## src/rtl/sincos_pkg.sv

```systemverilog
package sincos_pkg;

    typedef enum logic [1:0] {
        ST_IDLE   = 2'd0,
        ST_ROTATE = 2'd1,
        ST_FINISH = 2'd2
    } phase_t;

    // Limit of the product of 1/sqrt(1 + 2^-2i) for many steps
    localparam real ROT_GAIN = 0.6072529350088813;
    localparam real TWO_PI   = 6.283185307179586;

endpackage

```

## src/rtl/sincos_fold.sv

```systemverilog
// Moves a full-turn binary angle into [-90, +90) degrees.
// flip_o tells the caller to negate the start vector.
module sincos_fold #(
    parameter int ANG_W = 16,
    parameter int ZG    = 2,
    localparam int ZW   = ANG_W + ZG
) (
    input  logic [ANG_W-1:0]     angle_i,
    output logic signed [ZW-1:0] z_o,
    output logic                 flip_o
);
    logic [ANG_W-1:0] folded;

    always_comb begin
        // The two top bits differ in the rear half-plane.
        flip_o = angle_i[ANG_W-1] ^ angle_i[ANG_W-2];
        folded = angle_i;
        if (flip_o) begin
            // Adding or subtracting half a turn only inverts the MSB.
            folded[ANG_W-1] = ~angle_i[ANG_W-1];
        end
        z_o = {folded, {ZG{1'b0}}};
    end
endmodule

```

## src/rtl/sincos_angle_rom.sv

```systemverilog
// Elementary rotation angles arctan(2^-i) in binary-angle units of width ZW.
module sincos_angle_rom #(
    parameter int ZW   = 18,
    parameter int ITER = 16,
    localparam int CW  = $clog2(ITER + 1)
) (
    input  logic [CW-1:0] idx_i,
    output logic [ZW-1:0] step_o
);
    import sincos_pkg::*;

    function automatic logic [ZW-1:0] atan_units(input int k);
        real r;
        r = $atan(2.0 ** (-k)) * (2.0 ** ZW) / TWO_PI;
        return ZW'($rtoi(r + 0.5));
    endfunction

    logic [ZW-1:0] table_q [ITER];

    for (genvar g = 0; g < ITER; g++) begin : g_entry
        localparam logic [ZW-1:0] ENTRY = atan_units(g);
        assign table_q[g] = ENTRY;
    end

    always_comb begin
        step_o = '0;
        for (int k = 0; k < ITER; k++) begin
            if (idx_i == CW'(k)) step_o = table_q[k];
        end
    end
endmodule

```

## src/rtl/sincos_microstep.sv

```systemverilog
// One CORDIC rotation step. Both x and y updates use the values from before the step.
module sincos_microstep #(
    parameter int IW = 18,
    parameter int ZW = 18,
    parameter int CW = 5
) (
    input  logic signed [IW-1:0] x_i,
    input  logic signed [IW-1:0] y_i,
    input  logic signed [ZW-1:0] z_i,
    input  logic [CW-1:0]        sh_i,
    input  logic [ZW-1:0]        step_i,
    output logic signed [IW-1:0] x_o,
    output logic signed [IW-1:0] y_o,
    output logic signed [ZW-1:0] z_o
);
    logic signed [IW-1:0] xs, ys;
    logic                 neg_dir;

    always_comb begin
        xs      = x_i >>> sh_i;
        ys      = y_i >>> sh_i;
        neg_dir = z_i[ZW-1];
        if (neg_dir) begin
            x_o = x_i + ys;
            y_o = y_i - xs;
            z_o = z_i + $signed(step_i);
        end else begin
            x_o = x_i - ys;
            y_o = y_i + xs;
            z_o = z_i - $signed(step_i);
        end
    end
endmodule

```

## src/rtl/sincos_rotator.sv

```systemverilog
module sincos_rotator #(
    parameter int ANG_W = 16,
    parameter int OUT_W = 16,
    parameter int GUARD = 2,
    parameter int ZG    = 2,
    parameter int ITER  = 16
) (
    input  logic             clk,
    input  logic             rst_n,
    input  logic             start_i,
    input  logic [ANG_W-1:0] angle_i,
    output logic             done_o,
    output logic [OUT_W-1:0] cos_o,
    output logic [OUT_W-1:0] sin_o
);
    import sincos_pkg::*;

    localparam int IW     = OUT_W + GUARD;
    localparam int ZW     = ANG_W + ZG;
    localparam int CW     = $clog2(ITER + 1);
    localparam int FRAC_I = OUT_W - 2 + GUARD;
    localparam logic signed [IW-1:0] K_INIT =
        IW'($rtoi(ROT_GAIN * (2.0 ** FRAC_I) + 0.5));
    localparam logic signed [IW-1:0] HALF_LSB = IW'(1 << (GUARD - 1));

    phase_t state_q, state_d;

    logic signed [IW-1:0] x_q, y_q, x_n, y_n, x_rnd, y_rnd;
    logic signed [ZW-1:0] z_q, z_n, z_start;
    logic [CW-1:0]        cnt_q;
    logic [ZW-1:0]        step_ang;
    logic                 flip;
    logic                 last_step;

    sincos_fold #(.ANG_W(ANG_W), .ZG(ZG)) u_fold (
        .angle_i (angle_i),
        .z_o     (z_start),
        .flip_o  (flip)
    );

    sincos_angle_rom #(.ZW(ZW), .ITER(ITER)) u_rom (
        .idx_i  (cnt_q),
        .step_o (step_ang)
    );

    sincos_microstep #(.IW(IW), .ZW(ZW), .CW(CW)) u_step (
        .x_i    (x_q),
        .y_i    (y_q),
        .z_i    (z_q),
        .sh_i   (cnt_q),
        .step_i (step_ang),
        .x_o    (x_n),
        .y_o    (y_n),
        .z_o    (z_n)
    );

    assign last_step = (cnt_q == CW'(ITER - 1));

    // Next state
    always_comb begin
        state_d = state_q;
        unique case (state_q)
            ST_IDLE:   if (start_i) state_d = ST_ROTATE;
            ST_ROTATE: if (last_step) state_d = ST_FINISH;
            ST_FINISH: state_d = ST_IDLE;
            default:   state_d = ST_IDLE;
        endcase
    end

    // State register
    always_ff @(posedge clk) begin
        if (!rst_n) state_q <= ST_IDLE;
        else        state_q <= state_d;
    end

    // Datapath: load the (possibly negated) pre-scaled vector, then rotate.
    always_ff @(posedge clk) begin
        if (!rst_n) begin
            x_q   <= '0;
            y_q   <= '0;
            z_q   <= '0;
            cnt_q <= '0;
        end else begin
            unique case (state_q)
                ST_IDLE: if (start_i) begin
                    x_q   <= flip ? -K_INIT : K_INIT;
                    y_q   <= '0;
                    z_q   <= z_start;
                    cnt_q <= '0;
                end
                ST_ROTATE: begin
                    x_q   <= x_n;
                    y_q   <= y_n;
                    z_q   <= z_n;
                    cnt_q <= cnt_q + 1'b1;
                end
                default: ;
            endcase
        end
    end

    // Round half up by dropping the guard bits.
    always_comb begin
        x_rnd = x_q + HALF_LSB;
        y_rnd = y_q + HALF_LSB;
    end

    // Outputs
    always_ff @(posedge clk) begin
        if (!rst_n) begin
            done_o <= 1'b0;
            cos_o  <= '0;
            sin_o  <= '0;
        end else begin
            done_o <= 1'b0;
            if (state_q == ST_FINISH) begin
                done_o <= 1'b1;
                cos_o  <= x_rnd[IW-1 -: OUT_W];
                sin_o  <= y_rnd[IW-1 -: OUT_W];
            end
        end
    end
endmodule

```

## config.mk

```make
export PLATFORM = sky130hd
export DESIGN_NAME = sincos_rotator
export DESIGN_NICKNAME = d
export VERILOG_FILES = /design/src/rtl/sincos_pkg.sv /design/src/rtl/sincos_fold.sv /design/src/rtl/sincos_angle_rom.sv /design/src/rtl/sincos_microstep.sv /design/src/rtl/sincos_rotator.sv
export SDC_FILE = /design/constraint.sdc
export NUM_CORES = 1
export LEC_CHECK = 0
export BUFFER_PORTS_ARGS = -buffer_cell sky130_fd_sc_hd__buf_2
export CAP_MARGIN = 30
export CORE_ASPECT_RATIO = 0.75
export CORE_UTILIZATION = 43
export DETAILED_ROUTE_END_ITERATION = 10
export PLACE_DENSITY = 0.68
export REMOVE_ABC_BUFFERS = 1
export SLEW_MARGIN = 20
export SYNTH_ARGS = -nofsm -noshare
export SYNTH_HDL_FRONTEND = slang
export SYNTH_SLANG_ARGS = --single-unit
export TNS_END_PERCENT = 20
```

## constraint.sdc

```tcl
create_clock -name clk -period 6.4 [get_ports clk]
set_input_delay 0.64 -clock clk [delete_from_list [all_inputs] [get_ports clk]]
set_output_delay 0.64 -clock clk [all_outputs]
set_load 0.01 [all_outputs]
```

Word level (Yosys, flattened, before mapping). Cells that the tools add are included.

$add $sub $neg: 9. Eq/ne operators: 19. Shift operators: 2. Multiplexer cells: 33. Bitwise gates (word level): 2. Reductions and logical operators: 5.

Operators with widths (number): $mux W16 (16); $mux W18 (7); $pmux W18 S2 (3); $eq A5 B4 Y1 const B (8); $add A18 B18 Y18 (2); $add A18 B3 Y18 const B (2); $sshr A18 B5 Y18 (2); $sub A18 B18 Y18 (2); $eq A5 B3 Y1 const B (4); $add A18 B17 Y18 (1); $sub A18 B17 Y18 (1); $eq A5 B2 Y1 const B (2); $pmux W5 S2 (1); $add A5 B1 Y5 const B (1); $eq A5 B1 Y1 const B (1); $logic_not A5 Y1 (1); $mux W5 (1); $mux W2 (2); $ne A2 B2 Y1 const B (2); $pmux W2 S2 (1); $reduce_and A2 Y1 (2); $eq A2 B1 Y1 const B (1); $eq A2 B2 Y1 const B (1); $logic_not A2 Y1 (1); other kinds (4) (5).

Bits in registers: 94. Bits of input ports: 19. Output and inout port bits: 33. Logic and storage cells: 78.

Logic depth before layout (Yosys ltp).
Depth in word-level cells: 20. Mapped depth: 28. Mapped depth without buffers: 23.

Hierarchy. Synthesis repeated with hierarchy kept, for this count alone.

Cells, all modules: 1192. Area total of the unflattened synthesis: 9865.7 µm².

Modules (own cells, without submodules): sincos_microstep (times used 1, cells each 674, area an instance 5376.4 µm², sequential area each 0.0 µm²); sincos_rotator (times used 1, cells each 447, area an instance 4011.3 µm², sequential area each 1881.8 µm²); sincos_angle_rom (times used 1, cells each 51, area an instance 334.1 µm², sequential area each 0.0 µm²); sincos_fold (times used 1, cells each 20, area an instance 143.9 µm², sequential area each 0.0 µm²).

Least setup slack after synthesis. Ideal clock, no wire load.

Path kind: register -> register. From: register cnt_q[1]. To: register z_q[16]. Setup time: 0.131 ns. Arrival time: 5.170 ns. Required time: 6.269 ns. Slack: 1.100 ns. Stages on the path, launching flop included: 29. Buffers on the path: 5. Period minus slack after synthesis: 5.300 ns. Cells stage by stage: dfxtp_1 -> buf_6 -> buf_6 -> buf_2 -> buf_2 -> inv_1 -> ha_1 -> clkbuf_1 -> inv_1 -> a21oi_1 -> nor2_1 -> o21ai_0 -> a21oi_1 -> inv_1 -> ha_1 -> nand3_1 -> nor3_1 -> nor2_1 -> xor2_1 -> ha_1 -> or2_2 -> a21oi_1 -> a31oi_1 -> a2111oi_0 -> o21bai_1 -> a211o_1 -> a31oi_1 -> xor2_1 -> o22ai_1.

Cells in the longest elaborated chain, start to end: 20. Elaborated cells on any way between the ends: 36. Classes of those cells: add/sub: 2; eq/ne: 15; mux: 18; reduce/logical: 1.

Ends and longest elaborated chain: start, declared (line sincos_rotator.sv:30) `logic [CW-1:0] cnt_q;`; start signal, assigned (line sincos_rotator.sv:95) `cnt_q <= cnt_q + 1'b1;`; $logic_not A5 Y1 (line sincos_angle_rom.sv:28) `if (idx_i == CW'(k)) step_o = table_q[k];`; $mux W16 (15 in a row) (line sincos_angle_rom.sv:28); $mux W16 * (line sincos_angle_rom.sv:28); $sub A18 B17 Y18 or $add A18 B17 Y18 (tied branches) (line sincos_microstep.sv:30, sincos_microstep.sv:26); $mux W18 * (line sincos_microstep.sv:23) `if (neg_dir) begin`; $pmux W18 S2 * (line sincos_rotator.sv:84) `unique case (state_q)`; end signal, assigned (line sincos_rotator.sv:88) `z_q <= z_start;`; end signal, assigned (line sincos_rotator.sv:94) `z_q <= z_n;`; end, declared (line sincos_rotator.sv:29) `logic signed [ZW-1:0] z_q, z_n, z_start;`.

Every way passes the cells marked *; elsewhere a longest branch is shown, timed or not. A chain may end at the register's enable or synchronous reset.

Final worst setup path.
From: register cnt_q[0]. To: register z_q[15].

Same word-level chain as after synthesis.

==> flow_summary.json <==
{
  "status": "complete, no violations",
  "p_leak_nw": 4.11,
  "crit_start": "cnt_q[0]$_SDFFE_PN0P_",
  "insertion_delay_ns": 0.37,
  "ys_warn_count": 0,
  "wirelength_um": 30100,
  "ir_drop_mv": 0.208,
  "critPathMaxFanout": 14,
  "dr_total_vias": 9361,
  "drtPass1Iterations": 7,
  "synth.area.mux_share": 0.127,
  "die_y_um": 132,
  "report.final.slew_viol_count": 0,
  "overflow": 0,
  "cts_tree": "done",
  "synth_top_family_by_area": "compound AO/OA/AOI/OAI gates",
  "grt_antenna_before_repair": 0,
  "place_hpwl_um": 22000,
  "path_depth": 20,
  "path_cells": "inv_2, ha_1, nor2b_1, o21ai_0, a211oi_1, o21ai_0, a21oi_1, inv_1, ha_1, mux2_2, ha_1, a21o_1, a21o_1, a2111oi_0, o21ai_0, o41a_1, a2111oi_0, nand4b_1, o41a_1, a21oi_1",
  "r2r_start": "cnt_q[0]$_SDFFE_PN0P_",
  "hold_viol_final": 0,
  "worst_slew_pin_slew_ns": 1.05,
  "ctsResizeCount": 0,
  "critical-path-max-stage-delay_ns": 0.64,
  "hold_class": "reg2reg",
  "cts_sinks": 94,
  "drc": 0,
  "die_width_um": 176,
  "critPathTopFamily": "compound AO/OA/AOI/OAI gates",
  "worstSetupEndpoint": "z_q[15]$_SDFFE_PN0P_",
  "start_util": 0.440,
  "clockBufferDepth": 2,
  "worst-path-buf-inv": 2,
  "r2r_end": "z_q[15]$_SDFFE_PN0P_",
  "port-buffer-count": 51,
  "start_kind": "flip-flop",
  "track_usage": 0.259,
  "grt_pass1_vias": 8479,
  "critPathKind": "reg2reg",
  "synthXorXnorAreaFrac": 0.0990,
  "syn_area_per_cell_um2": 7.98,
  "ys_types": 83,
  "synth_simple_gate_area_frac": 0.201,
  "synth-seq-cells": 94,
  "critPathArrivalTime_ns": 5.90,
  "place_inst": 1494,
  "yosys.area_share.adder": 0.0846,
  "dp_slack_ns": 0.848,
  "pin_count": 52,
  "grt_pass1_wl_um": 47600,
  "async_flop_share": 0,
  "clock_skew_ns": 0.0127,
  "period_needed_ns": 5.61,
  "rsz0062_at_grt": "no",
  "htreeDepth": 3,
  "clock_tree.root_cell": "clkbuf_16",
  "min_period_over_period": 0.877,
  "drive_above_1_share": 0.137,
  "pwr_density_cell_nw_per_um2": 394,
  "numCtsBuffers": 9,
  "diodes": 0,
  "cp-end-kind": "flip-flop",
  "netlist_area_um2": 9730,
  "max_cap_viol_count": 0,
  "grt_max_degree": 47,
  "final_cells": 1509,
  "report.final.setup_viol": 0,
  "crit_required_ns": 6.69,
  "post_cts_buffers": 0,
  "worst-r2r-setup-slack_ns": 0.79,
  "via_per_inst": 6.20,
  "wl_per_cell_um": 20.0,
  "ys.flop_type": "dfxtp_1",
  "syn_to_final_growth_pct": 6.98,
  "synth_compound_gate_area_share": 0.236,
  "syn_inst": 1220,
  "fin_nets": 1295,
  "fmax_mhz": 178,
  "place.gp.congestion": 0.985,
  "drt_iter0_drc": 1109,
  "synth-edff-count": 0,
  "fp.dieArea_um2": 23200,
  "core_area_um2": 22100,
  "worst_slack_ns": 0.789,
  "rr_worst_depth": 20,
  "postCtsHoldBufs": 0,
  "max-slew-margin-rel": 0.299,
  "core.rowCount": 47,
  "clkTransAtPathRegs_ns": 0.07,
  "seq_area_frac_synth": 0.193,
  "slowest_stage": "a2111oi_0",
  "ant_nets": 0
}
==> Yosys cell counts (4+ instances only) <==
cell type	number	share of area
nor2_1	159	0.061
dfxtp_1	94	0.19
a21oi_1	93	0.048
nand2_1	79	0.030
ha_1	61	0.078
clkbuf_1	60	0.023
xnor2_1	60	0.054
xor2_1	50	0.045
a211oi_1	41	0.032
o21ai_0	41	0.021
mux4_2	37	0.086
nand3_1	29	0.015
inv_1	27	0.010
nor3_1	25	0.013
a31oi_1	23	0.015
mux2i_1	22	0.023
buf_2	21	0.011
o22ai_1	20	0.013
nor2b_1	19	0.012
a22oi_1	17	0.013
and3_1	17	0.011
o21a_1	16	0.012
a21o_1	15	0.012
and2_1	15	0.0096
nand2b_1	12	0.0077
or3_1	12	0.0077
a221oi_1	10	0.0090
mux2_2	10	0.012
o211ai_1	8	0.0062
or2_2	8	0.0051
o21bai_1	7	0.0054
buf_6	6	0.0069
nand3b_1	6	0.0046
nor4_1	6	0.0039
a311oi_1	5	0.0045
buf_4	5	0.0039
mux2_1	4	0.0046
o21ai_1	4	0.0021
o31a_1	4	0.0036
==> how the worst min path moves through the flow <==
stage / startpoint / cells past startpoint / to
2_1_floorplan: z_q[5]$_SDFFE_PN0P_ / 2 / z_q[5]$_SDFFE_PN0P_
3_3_place_gp: z_q[5]$_SDFFE_PN0P_ / 2 / z_q[5]$_SDFFE_PN0P_
3_5_place_dp: z_q[8]$_SDFFE_PN0P_ / 2 / z_q[8]$_SDFFE_PN0P_
4_1_cts: z_q[8]$_SDFFE_PN0P_ / 2 / z_q[8]$_SDFFE_PN0P_
5_1_grt: z_q[8]$_SDFFE_PN0P_ / 2 / z_q[8]$_SDFFE_PN0P_
6_report: z_q[8]$_SDFFE_PN0P_ / 2 / z_q[8]$_SDFFE_PN0P_
==> worst register-to-register path, delay by kind of cell, from the launching register on <==
| kind | cells | cell delay, ns |
|---|---|---|
| compound gates | 12 | 3.23 |
| simple gates | 2 | 0.43 |
| mux | 1 | 0.27 |
| flops | 1 | 0.41 |
| buf+inv | 2 | 0.23 |
| fa+ha+maj | 3 | 0.95 |
==> cell type report <==
cell class	count	area, um^2
fillers	2234	11700
multi-input cells	1000	7300
flip-flops and latches	94	1880
repair buffers	77	458
well taps	294	368
clock buffers	13	260
inverters	30	113
clock inverters	1	30.0
==> registers in the layout, summed over array words and instances (netlist names) <==
| register | cells |
|---|---|
| cnt_q | 5 |
| sin_o | 16 |
| state_q | 2 |
| z_q | 18 |
| x_q | 18 |
| done_o | 1 |
| cos_o | 16 |
| y_q | 18 |
==> metrics by stage <==
step	setup TNS (ns)	utilization	instance area, um^2	hold slack (ns)	total power [mW]
CTS	0	0.470	10400	0.465	4.05
global placement	0	0.457	10100	0.452	3.41
finish	0	0.471	10400	0.460	4.10
detailed placement	0	0.457	10100	0.453	3.47
floorplan	-0.587	-	9280	0.436	2.87
global route	0	0.471	10400	0.489	4.40
==> cells in the final DEF, fill, tap and decap left out, types with 4 or more instances in the layout <==
cell type	synthesis	routed
a211oi_1	41	41
a21o_1	15	15
a21oi_1	93	93
a221oi_1	10	10
a22oi_1	17	17
a311oi_1	5	5
a31oi_1	23	23
and2_1	15	15
and3_1	17	17
buf_2	21	51
buf_4	5	25
clkbuf_16	0	9
dfxtp_1	94	92
ha_1	61	61
inv_1	27	27
mux2_1	4	4
mux2_2	10	10
mux2i_1	22	22
mux4_2	37	37
nand2_1	79	79
nand2b_1	12	12
nand3_1	29	29
nand3b_1	6	6
nor2_1	159	157
nor2b_1	19	17
nor3_1	25	25
nor4_1	6	6
o211ai_1	8	8
o21a_1	16	16
o21ai_0	41	41
o21ai_1	4	4
o21bai_1	7	7
o22ai_1	20	20
o31a_1	4	4
or2_2	8	8
or3_1	12	12
xnor2_1	60	60
xor2_1	50	50
==> power breakdown <==
| part | switching [mW] | internal, mW |
|---|---|---|
| clock network | 0.246 | 0.321 |
| logic | 1.45 | 1.20 |
| registers | 0.220 | 0.669 |
==> per-layer routing <==
metal  share of wire  vias to the layer above  GRT usage
met5          0.0020                        -     0.0188
met3           0.093                       54     0.0657
met1            0.47                     4423      0.380
li1                -                     4477          -
met4           0.022                        2     0.0754
met2            0.41                      405      0.368
==> cells by family after synthesis <==
group,count (synthesis)
simple gates,407
compound gates,345
buf+inv,126
xor+xnor,110
flops,94
mux,74
fa+ha+maj,64
Power figures use the tool's default switching activity.
